## src/rtl/mw_pkg.sv

```systemverilog
package mw_pkg;
  localparam int DIV_W = 8;

  typedef enum logic [1:0] {
    A_DATA = 2'd0,
    A_CTRL = 2'd1,
    A_STAT = 2'd2
  } reg_addr_e;

  typedef struct packed {
    logic             irq_en;
    logic             master;
    logic             echo;
    logic             wide;
    logic             alt_edge;
    logic             idle_hi;
    logic [DIV_W-1:0] div;
  } ctrl_t;

  localparam int CTRL_W = $bits(ctrl_t);
  localparam int STAT_W = 3;
endpackage

```

## src/rtl/mw_edge_src.sv

```systemverilog
module mw_edge_src #(
  parameter int DIV_W  = 8,
  parameter int SYNC_N = 2
) (
  input  logic             clk,
  input  logic             rst,
  input  logic             master,
  input  logic             run,
  input  logic             idle_hi,
  input  logic [DIV_W-1:0] div,
  input  logic             sclk_i,
  output logic             sclk_o,
  output logic             edge_p,
  output logic             edge_rise
);
  localparam int SH_W = SYNC_N + 1;

  logic [DIV_W-1:0] cnt_q;
  logic             sclk_q;
  logic [SH_W-1:0]  sync_q;
  logic             tick;

  assign tick = master && run && (cnt_q == div);

  always_ff @(posedge clk) begin
    if (rst) begin
      cnt_q  <= '0;
      sclk_q <= 1'b0;
      sync_q <= '0;
    end else begin
      sync_q <= {sync_q[SH_W-2:0], sclk_i};
      if (master && run) begin
        if (tick) begin
          cnt_q  <= '0;
          sclk_q <= ~sclk_q;
        end else begin
          cnt_q <= cnt_q + 1'b1;
        end
      end else begin
        cnt_q  <= '0;
        sclk_q <= idle_hi;
      end
    end
  end

  always_comb begin
    if (master) begin
      edge_p    = tick;
      edge_rise = ~sclk_q;
    end else begin
      edge_p    = sync_q[SH_W-1] ^ sync_q[SH_W-2];
      edge_rise = sync_q[SH_W-2] & ~sync_q[SH_W-1];
    end
  end

  assign sclk_o = sclk_q;


  tick_gap_chk: assert property (@(posedge clk) disable iff (rst)
    (master && $past(master) && $past(tick) && div != '0 && $stable(div)) |-> !tick);
endmodule

```

## src/rtl/mw_shifter.sv

```systemverilog
module mw_shifter #(
  parameter int DATA_W = 16
) (
  input  logic              clk,
  input  logic              rst,
  input  logic              start,
  input  logic [DATA_W-1:0] tx_word,
  input  logic              wide,
  input  logic              alt_edge,
  input  logic              abort,
  input  logic              edge_p,
  input  logic              edge_rise,
  input  logic              sdi,
  output logic              busy,
  output logic              sdo,
  output logic              done,
  output logic [DATA_W-1:0] rx_word
);
  localparam int HALF  = DATA_W / 2;
  localparam int CNT_W = $clog2(2 * DATA_W + 1);
  localparam logic [CNT_W-1:0] LAST_WIDE   = CNT_W'(2 * DATA_W - 1);
  localparam logic [CNT_W-1:0] LAST_NARROW = CNT_W'(DATA_W - 1);

  logic [DATA_W-1:0] sr_q;
  logic [CNT_W-1:0]  ecnt_q;
  logic              busy_q, dout_q, done_q;
  logic [CNT_W-1:0]  last_edge;
  logic              sr_top, tx_top, sample_edge;
  logic [DATA_W-1:0] tx_masked;

  assign last_edge   = wide ? LAST_WIDE : LAST_NARROW;
  assign sr_top      = wide ? sr_q[DATA_W-1] : sr_q[HALF-1];
  assign tx_top      = wide ? tx_word[DATA_W-1] : tx_word[HALF-1];
  assign tx_masked   = wide ? tx_word : {{(DATA_W-HALF){1'b0}}, tx_word[HALF-1:0]};
  assign sample_edge = edge_rise ^ alt_edge;

  always_ff @(posedge clk) begin
    if (rst) begin
      sr_q   <= '0;
      ecnt_q <= '0;
      busy_q <= 1'b0;
      dout_q <= 1'b0;
      done_q <= 1'b0;
    end else begin
      done_q <= 1'b0;
      if (start && !busy_q) begin
        sr_q   <= tx_masked;
        dout_q <= tx_top;
        busy_q <= 1'b1;
        ecnt_q <= '0;
      end else if (busy_q && abort) begin
        busy_q <= 1'b0;
      end else if (busy_q && edge_p) begin
        ecnt_q <= ecnt_q + 1'b1;
        if (sample_edge) begin
          sr_q <= {sr_q[DATA_W-2:0], sdi};
        end else if (ecnt_q != last_edge) begin
          dout_q <= sr_top;
        end
        if (ecnt_q == last_edge) begin
          busy_q <= 1'b0;
          done_q <= 1'b1;
        end
      end
    end
  end

  assign busy    = busy_q;
  assign sdo     = dout_q;
  assign done    = done_q;
  assign rx_word = wide ? sr_q : {{(DATA_W-HALF){1'b0}}, sr_q[HALF-1:0]};


  edge_bound_chk: assert property (@(posedge clk) disable iff (rst)
    busy_q |-> (ecnt_q <= last_edge));


  sample_hold_chk: assert property (@(posedge clk) disable iff (rst)
    ($past(busy_q && !abort && edge_p && (edge_rise ^ alt_edge)) && !$past(start && !busy_q))
      |-> $stable(dout_q));
endmodule

```

## src/rtl/mw_regs.sv

```systemverilog
module mw_regs
  import mw_pkg::*;
#(
  parameter int DATA_W = 16
) (
  input  logic              clk,
  input  logic              rst,
  input  logic              wr_en,
  input  logic              rd_en,
  input  logic [1:0]        addr,
  input  logic [DATA_W-1:0] wdata,
  output logic [DATA_W-1:0] rdata,
  input  logic              done,
  input  logic [DATA_W-1:0] rx_word,
  input  logic              busy,
  input  logic              tx_take,
  output ctrl_t             ctrl,
  output logic [DATA_W-1:0] tx_word,
  output logic              tx_valid,
  output logic [DATA_W-1:0] rbuf,
  output logic              irq
);
  ctrl_t             ctrl_q, ctrl_n;
  logic [DATA_W-1:0] txw_q, txw_n, rbuf_q, rbuf_n, rdata_q;
  logic              txv_q, txv_n, rbf_q, rbf_n, ovr_q, ovr_n, irq_q;
  logic              rd_data, rd_stat;

  assign rd_data = rd_en && (addr == A_DATA);
  assign rd_stat = rd_en && (addr == A_STAT);

  always_comb begin
    ctrl_n = ctrl_q;
    txw_n  = txw_q;
    txv_n  = txv_q;
    rbuf_n = rbuf_q;
    rbf_n  = rbf_q;
    ovr_n  = ovr_q;
    if (tx_take) txv_n = 1'b0;
    if (wr_en) begin
      case (addr)
        A_DATA: begin
          txw_n = wdata;
          txv_n = 1'b1;
        end
        A_CTRL:  ctrl_n = ctrl_t'(wdata[CTRL_W-1:0]);
        default: ;
      endcase
    end
    if (rd_data) rbf_n = 1'b0;
    if (rd_stat) ovr_n = 1'b0;
    if (done) begin
      rbuf_n = rx_word;
      if (rbf_q && !rd_data) ovr_n = 1'b1;
      rbf_n = 1'b1;
    end
  end

  always_ff @(posedge clk) begin
    if (rst) begin
      ctrl_q  <= '0;
      txw_q   <= '0;
      txv_q   <= 1'b0;
      rbuf_q  <= '0;
      rbf_q   <= 1'b0;
      ovr_q   <= 1'b0;
      rdata_q <= '0;
      irq_q   <= 1'b0;
    end else begin
      ctrl_q <= ctrl_n;
      txw_q  <= txw_n;
      txv_q  <= txv_n;
      rbuf_q <= rbuf_n;
      rbf_q  <= rbf_n;
      ovr_q  <= ovr_n;
      irq_q  <= rbf_n & ctrl_n.irq_en;
      if (rd_en) begin
        case (addr)
          A_DATA:  rdata_q <= rbuf_q;
          A_CTRL:  rdata_q <= {{(DATA_W-CTRL_W){1'b0}}, ctrl_q};
          A_STAT:  rdata_q <= {{(DATA_W-STAT_W){1'b0}}, ovr_q, rbf_q, busy};
          default: rdata_q <= '0;
        endcase
      end
    end
  end

  assign ctrl     = ctrl_q;
  assign tx_word  = txw_q;
  assign tx_valid = txv_q;
  assign rbuf     = rbuf_q;
  assign rdata    = rdata_q;
  assign irq      = irq_q;


  ovr_source_chk: assert property (@(posedge clk) disable iff (rst)
    $rose(ovr_q) |-> $past(done && rbf_q));


  rbf_clear_chk: assert property (@(posedge clk) disable iff (rst)
    $fell(rbf_q) |-> $past(rd_en && addr == A_DATA));


  irq_rbf_chk: assert property (@(posedge clk) disable iff (rst)
    irq_q |-> rbf_q);
endmodule

```

## src/rtl/mw_serial_if.sv

```systemverilog
module mw_serial_if
  import mw_pkg::*;
#(
  parameter int DATA_W = 16,
  parameter int SYNC_N = 2
) (
  input  logic              clk,
  input  logic              rst,
  input  logic              reg_wr,
  input  logic              reg_rd,
  input  logic [1:0]        reg_addr,
  input  logic [DATA_W-1:0] reg_wdata,
  output logic [DATA_W-1:0] reg_rdata,
  output logic              irq,
  output logic              sclk_o,
  input  logic              sclk_i,
  input  logic              sdi,
  output logic              sdo,
  input  logic              cs_n
);
  ctrl_t             ctrl;
  logic [DATA_W-1:0] tx_word, rbuf, rx_word, load_word;
  logic              tx_valid, busy, done, edge_p, edge_rise;
  logic              start_req, tx_take, abort, cs_low;
  logic [SYNC_N-1:0] cs_sync_q;

  always_ff @(posedge clk) begin
    if (rst) cs_sync_q <= '1;
    else     cs_sync_q <= {cs_sync_q[SYNC_N-2:0], cs_n};
  end

  assign cs_low    = ~cs_sync_q[SYNC_N-1];
  assign start_req = ctrl.master ? tx_valid : cs_low;
  assign tx_take   = start_req && !busy && tx_valid;
  assign abort     = !ctrl.master && !cs_low;
  assign load_word = tx_valid ? tx_word : (ctrl.echo ? rbuf : '0);

  mw_regs #(.DATA_W(DATA_W)) u_regs (
    .clk(clk), .rst(rst), .wr_en(reg_wr), .rd_en(reg_rd), .addr(reg_addr),
    .wdata(reg_wdata), .rdata(reg_rdata), .done(done), .rx_word(rx_word),
    .busy(busy), .tx_take(tx_take), .ctrl(ctrl), .tx_word(tx_word),
    .tx_valid(tx_valid), .rbuf(rbuf), .irq(irq)
  );

  mw_edge_src #(.DIV_W(DIV_W), .SYNC_N(SYNC_N)) u_edge (
    .clk(clk), .rst(rst), .master(ctrl.master), .run(busy),
    .idle_hi(ctrl.idle_hi), .div(ctrl.div), .sclk_i(sclk_i),
    .sclk_o(sclk_o), .edge_p(edge_p), .edge_rise(edge_rise)
  );

  mw_shifter #(.DATA_W(DATA_W)) u_shift (
    .clk(clk), .rst(rst), .start(start_req), .tx_word(load_word),
    .wide(ctrl.wide), .alt_edge(ctrl.alt_edge), .abort(abort),
    .edge_p(edge_p), .edge_rise(edge_rise), .sdi(sdi), .busy(busy),
    .sdo(sdo), .done(done), .rx_word(rx_word)
  );


  idle_level_chk: assert property (@(posedge clk) disable iff (rst)
    (ctrl.master && !busy && $past(ctrl.master && !busy) && $stable(ctrl.idle_hi))
      |-> (sclk_o == ctrl.idle_hi));


  slave_abort_chk: assert property (@(posedge clk) disable iff (rst)
    (!ctrl.master && $past(!ctrl.master && !cs_low && busy)) |-> !busy);
endmodule

```

## config.mk

```make
export PLATFORM = sky130hd
export DESIGN_NAME = mw_serial_if
export DESIGN_NICKNAME = d
export VERILOG_FILES = /design/src/rtl/mw_pkg.sv /design/src/rtl/mw_edge_src.sv /design/src/rtl/mw_shifter.sv /design/src/rtl/mw_regs.sv /design/src/rtl/mw_serial_if.sv
export SDC_FILE = /design/constraint.sdc
export NUM_CORES = 1
export LEC_CHECK = 0
export BUFFER_PORTS_ARGS = -buffer_cell sky130_fd_sc_hd__buf_2
export CAP_MARGIN = 20
export CORE_MARGIN = 2
export CORE_UTILIZATION = 61
export DETAILED_ROUTE_END_ITERATION = 7
export GPL_TIMING_DRIVEN = 1
export PLACE_DENSITY = 0.79
export RECOVER_POWER = 25
export SLEW_MARGIN = 20
export SYNTH_ARGS = -nofsm -noshare
export SYNTH_HDL_FRONTEND = slang
export SYNTH_SLANG_ARGS = --single-unit
```

## constraint.sdc

```tcl
create_clock -name clk -period 3.5 [get_ports clk]
set_input_delay 0.175 -clock clk [delete_from_list [all_inputs] [get_ports clk]]
set_output_delay 0.175 -clock clk [all_outputs]
set_load 0.02 [all_outputs]
```

==> results of run 1 <==
[sequential cells by signal, indices dropped and copies added (netlist names), 3 cells and up]
name            count
u_regs.rbuf        16
u_regs.rdata       16
u_regs.tx_word     16
u_shift.sr_q       16
u_regs.ctrl        14
u_edge.cnt_q        8
u_shift.ecnt_q      6
u_edge.sync_q       3
[cells in the mapped netlist, types with 2 or more instances]
| cell | instances |
|---|---|
| a211o_1 | 2 |
| a211oi_1 | 12 |
| a21oi_1 | 73 |
| a22o_1 | 8 |
| a41o_1 | 7 |
| and4_1 | 2 |
| buf_2 | 9 |
| clkbuf_1 | 34 |
| dfxtp_1 | 105 |
| ha_1 | 3 |
| inv_1 | 3 |
| mux2_2 | 11 |
| mux2i_1 | 18 |
| nand2_1 | 110 |
| nand2b_1 | 10 |
| nand3_1 | 35 |
| nand4_1 | 3 |
| nor2_1 | 46 |
| nor2b_1 | 19 |
| nor3_1 | 3 |
| o21ai_0 | 20 |
| or2_2 | 5 |
| or3_1 | 6 |
| or4_1 | 2 |
| xnor2_1 | 13 |
| xor2_1 | 6 |
[worst max path at each step]
stage	from	endpoint	slack [ns]	cells after the start
final	u_edge.cnt_q[0]	u_shift.sr_q[2]	0.94	6
after CTS	u_edge.cnt_q[0]	u_shift.sr_q[2]	0.96	6
after detailed placement	u_edge.cnt_q[0]	u_shift.sr_q[3]	1.02	6
after floorplan	u_shift.ecnt_q[0]	u_shift.sdo	1.77	6
after global placement	u_edge.cnt_q[2]	u_shift.sr_q[5]	1.16	6
after global routing	u_edge.cnt_q[0]	u_shift.sr_q[3]	0.71	6
[final cells by class]
type                            instances  share of cell area
Sequential cell                       105               0.409
Multi-Input combinational cell        431               0.477
Clock buffer                           12              0.0302
Tap cell                              102              0.0248
Clock inverter                          3             0.00779
Inverter                                5             0.00365
Timing Repair Buffer                   50              0.0479
[layer usage]
metal  global-route usage  routed length, µm  vias up
met5                    0                  0        -
met4                0.104                224        0
met3               0.0567               1040       21
met2                0.469               5550      199
met1                0.392               5170     1962
li1                     -                  -     2038
[metrics by stage]
stage	power [W]	hold slack (ns)	std cells	worst slack [ns]
floorplan	0.00137	0.279	586	1.77
global placement	0.00142	0.361	692	1.16
detailed placement	0.00142	0.366	692	1.02
CTS	0.00216	0.0202	708	0.955
global route	0.00223	0.0237	708	0.712
finish	0.00216	0.0263	708	0.937
[power by group]
| group | switching [W] | leakage, nW | internal (W) |
|---|---|---|---|
| clock | 0.000399 | 0.102 | 0.000365 |
| sequential | 0.0000186 | 0.850 | 0.00121 |
| combinational | 0.000114 | 0.831 | 0.0000547 |
| total | 0.000531 | 1.78 | 0.00163 |
[cells by family (layout without fill, tap and decap cells)]
group                    Yosys count  after routing  synth area share
AO/OA/AOI/OAI                    131            131             0.167
flip-flops                       105            105             0.443
AND/OR/NAND/NOR                  249            249             0.241
XOR/XNOR                          19             19            0.0350
multiplexers                      29             29            0.0640
buffers and inverters             50             70            0.0422
adder cells (fa/ha/maj)            3              3           0.00791
[critical path, cell delays in order (launching register included)]
cell and delay (ns):
dfxtp_1 0.43, xnor2_1 0.17, and4_1 0.26, nand4_1 0.73, buf_4 0.48, a211oi_1 0.30, a41o_1 0.13
==> flow_summary_export.csv, run 1 <==
group,metric,value,unit
run_status,status,"completed",
clock_network,clkLatencyLatePin,0.37,ns
logic_synthesis,synth_edf_count,0,
placed_design,io_buffers,43,
sta,rsz0062_at_grt,"false",
job,drv_cap,0,
critical_path,reg2reg_depth,6,
sta,fin_tns_setup,0,ns
route,dr.first_iter.drc_count,449,
final_layout,utilization,0.672,
clock_network,clk_pin_slew,0.09,ns
logic_synthesis,ys_seq_area_frac,0.443,
pwr,p_per_area,421,nW/µm²
grt,grt_start_max_net_pins,53,
logic_synthesis,synth_seq_cells,105,
grt,grt_pass1_wl,19500,µm
final_layout,multi_input_area,2450,µm²
critical_path,worstSetupPathType,"reg2reg",
floorplan,io_pins,44,
route,vias_per_cell,5.96,
floorplan,fp-row-count,32,
clock_network,ctsResizeCount,0,
critical_path,startpoint_type,"register",
sta,worst_slew_pin_slew,1.26,ns
clock_network,cts.sinks,105,
critical_path,cp_max_fo,22,
min_path,worstHoldStart,"sclk_i",
grt,grt.total_usage,0.292,
logic_synthesis,async_flop_share,0,
pwr,leakagePower,1.78,nW
final_layout,final_cell_mix,"110 x nand2_1, 104 x dfxtp_1, 72 x a21oi_1",
clock_network,tritoncts,"built",
logic_synthesis,syn-cell-area,4750,µm²
final_layout,syn2layout_area_growth,8.27,%
clock_network,cts_hold_buf,1,
critical_path,cp-end-kind,"register",
logic_synthesis,synth_area_leaders,"dfxtp_1 44%, nand2_1 8.7%, a21oi_1 7.7%",
route,wl_per_cell,16.9,µm
route,routed_wl,12000,µm
critical_path,required,3.81,ns
clock_network,postCtsSetupRepairBufs,0,
sta,min_period_over_period,0.732,
sta,clock_skew,0.00968,ns
placed_design,place_congestion,0.863,
pwr,ir_worst_vdd,267,µV
final_layout,final_area,5140,µm²
sta,drv_slew,0,
route,drc,0,
placed_design,place_hpwl,7830,µm
critical_path,cp_data_arrival_time,2.87,ns
grt,antenna_found_initial,0,
clock_network,cts_max_level,3,
floorplan,core,7650,µm²
critical_path,r2r-start,"u_edge.cnt_q[0]",
logic_synthesis,syn_area_per_cell,8.10,µm²
logic_synthesis,synth_ff_type,"dfxtp_1",
clock_network,cts.root.buffer_cell,"clkbuf_8",
logic_synthesis,synth_top_area_cell,"dfxtp_1",
sta,hold_violations,0,
min_path,min_to,"u_edge.sync_q[0]",
logic_synthesis,syn-num-nets,614,
grt,overflow,0,
final_layout,seq_area,2100,µm²
sta,setup_viol,0,
final_layout,drive_gt1_frac,0.111,
floorplan,start_util,0.621,
logic_synthesis,synth_warnings,0,
logic_synthesis,synth_top_area_frac,0.443,
min_path,worstHoldPathCells,2,
final_layout,diodes,0,
sta,min_period,2.56,ns
floorplan,fp.dieArea,8510,µm²
route,vias,4220,
floorplan,die_y,92.2,µm
critical_path,r2r_end,"u_shift.sr_q[2]",
logic_synthesis,ys_types,47,
floorplan,dieWidth,92.2,µm
clock_network,cts_made_buffers,9,
critical_path,r2r_slack,0.94,ns
final_layout,layout_commonest_cell,"nand2_1",
route,antenna_left,0,
sta,slew_headroom,0.162,
final_layout,fill_cells,640,
min_path,hp-class,"in2reg",
clock_network,clockBufferDepth,2,
logic_synthesis,synthCells,586,
placed_design,dpl-instance-area,4960,µm²
final_layout,nets,630,
grt,first_global_vias,3940,
route,drt_pass1_iterations,6,
sta,max_freq,390,MHz
(Power assumes the default switching activity.)
==> run 2: changes to the inputs <==
Settings changed: ABC_AREA from default to 1, CORE_UTILIZATION 61 to 53, PLACE_DENSITY 0.79 to 0.72.
Clock period 3.5 ns to 2.3 ns, I/O delays scaled along.
==> run 2 against run 1 <==
Compared with the run above:
- global-route usage decreased by 5.3 points
- hold slack got worse by 0.018 ns
- routed wire length decreased by 4.7%
- clock skew increased by 0.0060 ns
- sequential power increased by 55%
- largest power group unchanged
==> flow_summary_export.csv, run 2 <==
group,metric,value,unit
pwr,leakagePower,2.22,nW
critical_path,r2r_end,"u_shift.sr_q[3]",
placed_design,io_buffers,43,
final_layout,nets,714,
clock_network,clkLatencyLatePin,0.37,ns
run_status,status,"completed",
floorplan,start_util,0.542,
critical_path,required,2.56,ns
floorplan,io_pins,44,
route,wl_met1,4920,µm
final_layout,diodes,0,
sta,hold_violations,0,
critical_path,cp-end-kind,"register",
route,met3_wirelength,744,µm
route,drc,0,
critical_path,cp_data_arrival_time,2.12,ns
logic_synthesis,ys_seq_area_frac,0.447,
logic_synthesis,synth_top_area_cell,"dfxtp_1",
logic_synthesis,synth_ff_type,"dfxtp_1",
logic_synthesis,synth_area_leaders,"dfxtp_1 45%, nand2_1 9.5%, a21oi_1 7.6%",
pwr,p_per_area,665,nW/µm²
sta,slew_headroom,0.271,
route,vias_per_cell,5.42,
clock_network,clk_pin_slew,0.10,ns
grt,grt_pass1_wl,18600,µm
critical_path,worstSetupPathType,"reg2reg",
clock_network,postCtsSetupRepairBufs,0,
sta,min_period_over_period,0.809,
grt,overflow,0,
logic_synthesis,async_flop_share,0,
logic_synthesis,synth_warnings,0,
route,antenna_left,0,
logic_synthesis,synthTopCellsByCount,"119 x nand2_1, 105 x dfxtp_1, 71 x a21oi_1, 69 x inv_1, 68 x o21ai_0",
sta,fin_tns_setup,0,ns
grt,first_global_vias,3971,
sta,max_freq,537,MHz
placed_design,place_hpwl,8220,µm
final_layout,drive_gt1_frac,0.119,
critical_path,startpoint_type,"register",
clock_network,tritoncts,"built",
floorplan,fp-row-count,34,
placed_design,place_congestion,0.846,
sta,setup_viol,0,
sta,clock_skew,0.0157,ns
final_layout,utilization,0.598,
sta,drv_slew,0,
route,top_layer,"met4",
route,wl_per_cell,14.3,µm
clock_network,cts_made_buffers,9,
logic_synthesis,syn-cell-area,4700,µm²
grt,grt_start_max_net_pins,42,
critical_path,crit_start,"u_edge.cnt_q[6]",
clock_network,cts.sinks,105,
sta,worst_slew_pin_slew,1.09,ns
final_layout,fill_cells,831,
clock_network,clockBufferDepth,2,
clock_network,cts.root.buffer_cell,"clkbuf_8",
final_layout,layout_commonest_cell,"nand2_1",
floorplan,fp.dieArea,9640,µm²
final_layout,syn2layout_area_growth,10.4,%
floorplan,die_y,98.2,µm
route,wl_met2,5520,µm
grt,grt.total_usage,0.239,
grt,antenna_found_initial,0,
critical_path,reg2reg_depth,8,
route,vias,4329,
logic_synthesis,ys_types,35,
min_path,hp-class,"in2reg",
logic_synthesis,syn_area_per_cell,7.19,µm²
logic_synthesis,synth_seq_cells,105,
route,drt_pass1_iterations,5,
clock_network,cts_max_level,3,
floorplan,core,8680,µm²
logic_synthesis,synth_top_area_frac,0.447,
sta,min_period,1.86,ns
logic_synthesis,synthCells,654,
logic_synthesis,synth_edf_count,0,
critical_path,cp_max_fo,32,
sta,rsz0062_at_grt,"false",
pwr,ir_worst_vdd,299,µV
critical_path,r2r_slack,0.44,ns
route,dr.first_iter.drc_count,248,
route,routed_wl,11400,µm
logic_synthesis,synth_most_common_cell,"nand2_1",
sta,worst_hold_slack,0.00826,ns
logic_synthesis,syn-num-nets,682,
floorplan,dieWidth,98.2,µm
critical_path,r2r-start,"u_edge.cnt_q[6]",
critical_path,cp-endpoint,"u_shift.sr_q[3]",
final_layout,final_cell_mix,"119 x nand2_1, 105 x dfxtp_1, 71 x a21oi_1",
job,drv_cap,0,
-- run 2: changes by cell type after synthesis, moves of 9 or more --
| cell | delta |
|---|---|
| nor2b_1 | -19 |
| nor2_1 | +14 |
| o21ai_0 | +48 |
| nand2b_1 | -10 |
| clkbuf_1 | -9 |
| nand2_1 | +9 |
| inv_1 | +66 |
| mux2i_1 | -17 |
| a211oi_1 | -12 |
| nand3_1 | +24 |
| mux2_2 | -11 |
-- run 2: cell families after synthesis --
group                      share of synthesized area
and+or+nand+nor                                0.246
AOI/OAI and AO/OA                              0.176
buffers and inverters                         0.0945
DFF                                            0.447
xor gates and xnor gates                      0.0258
muxes                                        0.00213
adders and majority gates                    0.00799
-- run 2: routing by layer --
layer / global-route usage / up-vias
met2: 0.394 / 143
met3: 0.0487 / 21
li1: - / 2194
met1: 0.314 / 1971
met4: 0.0801 / 0
met5: 0 / -
-- run 2: worst min path at each step --
stage                               endpoint  cells past startpoint          start  slack (ns)
after floorplan                 cs_sync_q[0]                      1           cs_n        0.22
after global placement          cs_sync_q[0]                      2           cs_n        0.30
after detailed placement        cs_sync_q[0]                      2           cs_n        0.30
after CTS                 u_regs.tx_word[15]                      3  reg_wdata[15]       0.004
after global routing      u_regs.tx_word[15]                      3  reg_wdata[15]       0.008
final                     u_regs.tx_word[15]                      3  reg_wdata[15]       0.008
-- run 2: where the power goes --
group	switching, W	total [W]	leakage, nW	internal [W]
Combinational	0.000250	0.000380	1.27	0.000130
Sequential	0.0000345	0.00191	0.853	0.00188
Clock	0.000641	0.00115	0.100	0.000513
-- run 2: repair_timing --
item                                   CTS  global route
resized for setup                        0             0
endpoints found under the hold margin    3             0
hold buffers                             3             0
-- run 2: final cells by class --
type,count,area [µm²],area share
multi-input combinational,439,2150,0.415
clock buffer,9,124,0.0239
sequential,105,2100,0.405
timing repair buffer,58,320,0.0618
tap,108,135,0.0261
inverter,73,274,0.0528
clock inverter,7,77.6,0.0150
-- run 2: per-stage QoR --
step / power, W / setup WS, ns / cells / instance area, µm²
finish: 0.00345 / 0.439 / 799 / 5190
global route: 0.00360 / 0.240 / 799 / 5190
CTS: 0.00348 / 0.432 / 799 / 5210
detailed placement: 0.00233 / 0.479 / 780 / 4980
global placement: 0.00232 / 0.563 / 780 / 4980
floorplan: 0.00222 / 0.883 / 654 / 4700
-- run 2: critical path: stages, from the launching register on --
cell	delay (ns)
dfxtp_1	0.40
xnor2_1	0.14
nand2_1	0.07
nor2_1	0.22
nand3_2	0.14
nand2_4	0.12
nand3_4	0.31
a21oi_1	0.28
nor2_1	0.07
==> run 3: changes to the inputs <==
Clock period 2.3 ns to 1.5 ns, I/O delays scaled along.
==> run 3 against run 2 <==
Compared with the run above:
- the flow now finishes with violations (negative setup slack)
- sequential cell count unchanged
- non-clock buffer count up 44
- global-route usage increased by 1.7 points
- sequential power grew 54%
- cell count grew 5.5%
- routed wire length up 10%
- clock power up 74%
- combinational power increased by 87%
- core utilization is 7.3 points higher
- register-to-register slack worse by 0.59 ns
- critical path depth rose by 1
- cell area grew 12%
- largest cell class unchanged
==> flow_summary_export.csv, run 3 (synthesis results as in run 2) <==
group,metric,value,unit
critical_path,worstSetupPathType,"reg2reg",
critical_path,reg2reg_depth,9,
placed_design,io_buffers,43,
floorplan,start_util,0.542,
clock_network,cts_made_buffers,9,
sta,worst_slew_pin_slew,0.686,ns
run_status,status,"finished, violations left",
critical_path,cp_slowest_cell,"dfxtp_1",
clock_network,clkLatencyLatePin,0.38,ns
critical_path,critPathMaxStageDelay,0.35,ns
route,antenna_left,0,
floorplan,fp-row-count,34,
critical_path,crit_family,"simple AND/OR/NAND/NOR gates",
sta,slew_headroom,0.542,
critical_path,startpoint_type,"register",
critical_path,cp_max_fo,8,
sta,rsz0062_at_grt,"true",
sta,drv_slew,0,
critical_path,cp-end-kind,"register",
clock_network,cts.root.buffer_cell,"clkbuf_8",
floorplan,dieWidth,98.2,µm
final_layout,utilization,0.670,
route,vias_per_cell,5.50,
final_layout,layout_commonest_cell,"nand2_1",
clock_network,cts_max_level,3,
route,drc,0,
final_layout,drive_gt1_frac,0.219,
grt,first_global_vias,4258,
critical_path,cp_data_arrival_time,1.93,ns
floorplan,io_pins,44,
min_path,worstHoldPathCells,3,
sta,setup_viol,23,
route,vias,4637,
critical_path,path_buf_inv,1,
placed_design,preCtsSetupSlack,-0.0380,ns
run_status,violations,"negative setup slack",
final_layout,final_area,5820,µm²
floorplan,core,8680,µm²
grt,grt_start_max_net_pins,66,
clock_network,tritoncts,"built",
grt,overflow,0,
route,drt_pass1_iterations,8,
final_layout,final_cell_mix,"115 x nand2_1, 93 x dfxtp_1, 68 x o21ai_0",
final_layout,instances_no_fill,843,
pwr,ir_worst_vdd,621,µV
sta,max_freq,607,MHz
pwr,leakagePower,2.52,nW
critical_path,crit_chain,"xnor2_1 > nand2_1 > nor2_4 > nand3_4 > nand2_4 > nand3_4 > clkbuf_16 > a21oi_2 > nor2_1",
final_layout,nets,758,
final_layout,diodes,0,
floorplan,die_y,98.2,µm
sta,min_period,1.65,ns
floorplan,fp.dieArea,9640,µm²
clock_network,cts.sinks,105,
job,drv_cap,0,
placed_design,dpl-instance-area,5180,µm²
placed_design,dpl.cell_count,803,
sta,clock_skew,0.0140,ns
placed_design,place_congestion,0.863,
grt,grt_pass1_wl,19900,µm
grt,antenna_found_initial,0,
critical_path,cp.depth,9,
critical_path,cp_common_cell,"nand3_4",
min_path,hp-class,"in2reg",
route,wl_per_cell,14.9,µm
sta,min_period_over_period,1.10,
placed_design,place_hpwl,8370,µm
sta,setup_ws,-0.148,ns
clock_network,clockBufferDepth,2,
route,routed_wl,12600,µm
pwr,p_per_area,971,nW/µm²
clock_network,clk_pin_slew,0.11,ns
critical_path,required,1.78,ns
sta,hold_violations,0,
grt,grt.total_usage,0.256,
final_layout,syn2layout_area_growth,23.7,%
route,dr.first_iter.drc_count,305,
==> run 3: cell count changes in the layout (fill, tap and decap cells not counted), sizes merged <==
| cell | before | now |
|---|---|---|
| clkinv | 4 | 1 |
| clkbuf | 15 | 12 |
| bufinv | 1 | 2 |
| buf | 49 | 84 |
| clkinvlp | 1 | 3 |
| dlygate4sd3 | 3 | 15 |
==> run 3: final timing paths <==
kind               startpoint                 to  slack, ns
min              reg_wdata[5]  u_regs.tx_word[5]      0.007
max            u_regs.ctrl[7]   u_shift.sr_q[13]      -0.15
min reg2reg  u_edge.sync_q[0]   u_edge.sync_q[1]       0.41
max reg2reg    u_regs.ctrl[7]   u_shift.sr_q[13]      -0.15
==> run 3: what timing repair did <==
action,4_1_cts,5_1_grt
buffers inserted,0,6
resized for setup,5,45
pin swaps,2,23
gates cloned,0,3
hold buffers,15,0
setup endpoints to repair,16,26
endpoints found under the hold margin,19,0
==> run 3: power breakdown <==
part           internal (W)  leakage (nW)  switching [W]
Combinational      0.000287          1.56       0.000424
Clock              0.000957         0.104        0.00104
Sequential          0.00288         0.859      0.0000522
Total               0.00413          2.52        0.00152
==> run 3: worst register-to-register path, stage by stage, from the launching register on <==
cell and delay [ns]:
dfxtp_1 0.35, xnor2_1 0.21, nand2_1 0.12, nor2_4 0.13, nand3_4 0.09, nand2_4 0.10, nand3_4 0.15, clkbuf_16 0.22
a21oi_2 0.13, nor2_1 0.06
==> run 3: metal layers <==
layer,track usage,vias to the layer above,part of all wire
met4,0.0927,0,0.029
met5,0,-,0
li1,-,2283,-
met1,0.312,2144,0.41
met3,0.0487,37,0.062
met2,0.450,173,0.50
==> run 3: final cells by class <==
cell class	count	area, µm²
flip-flops and latches	105	2120
well taps	108	135
multi-input cells	439	2280
inverters	73	279
clock buffers	9	124
fillers	760	2860
repair buffers	102	772
clock inverters	7	103
==> run 3: metrics by stage <==
stage	TNS (ns)	total power, W	hold WS [ns]
finish	-2.34	0.00565	0.00737
CTS	-0.0300	0.00560	0.00587
floorplan	0	0.00341	0.179
detailed placement	-0.253	0.00361	0.264
global placement	-0.0550	0.00359	0.257
global route	-3.48	0.00586	0.0141
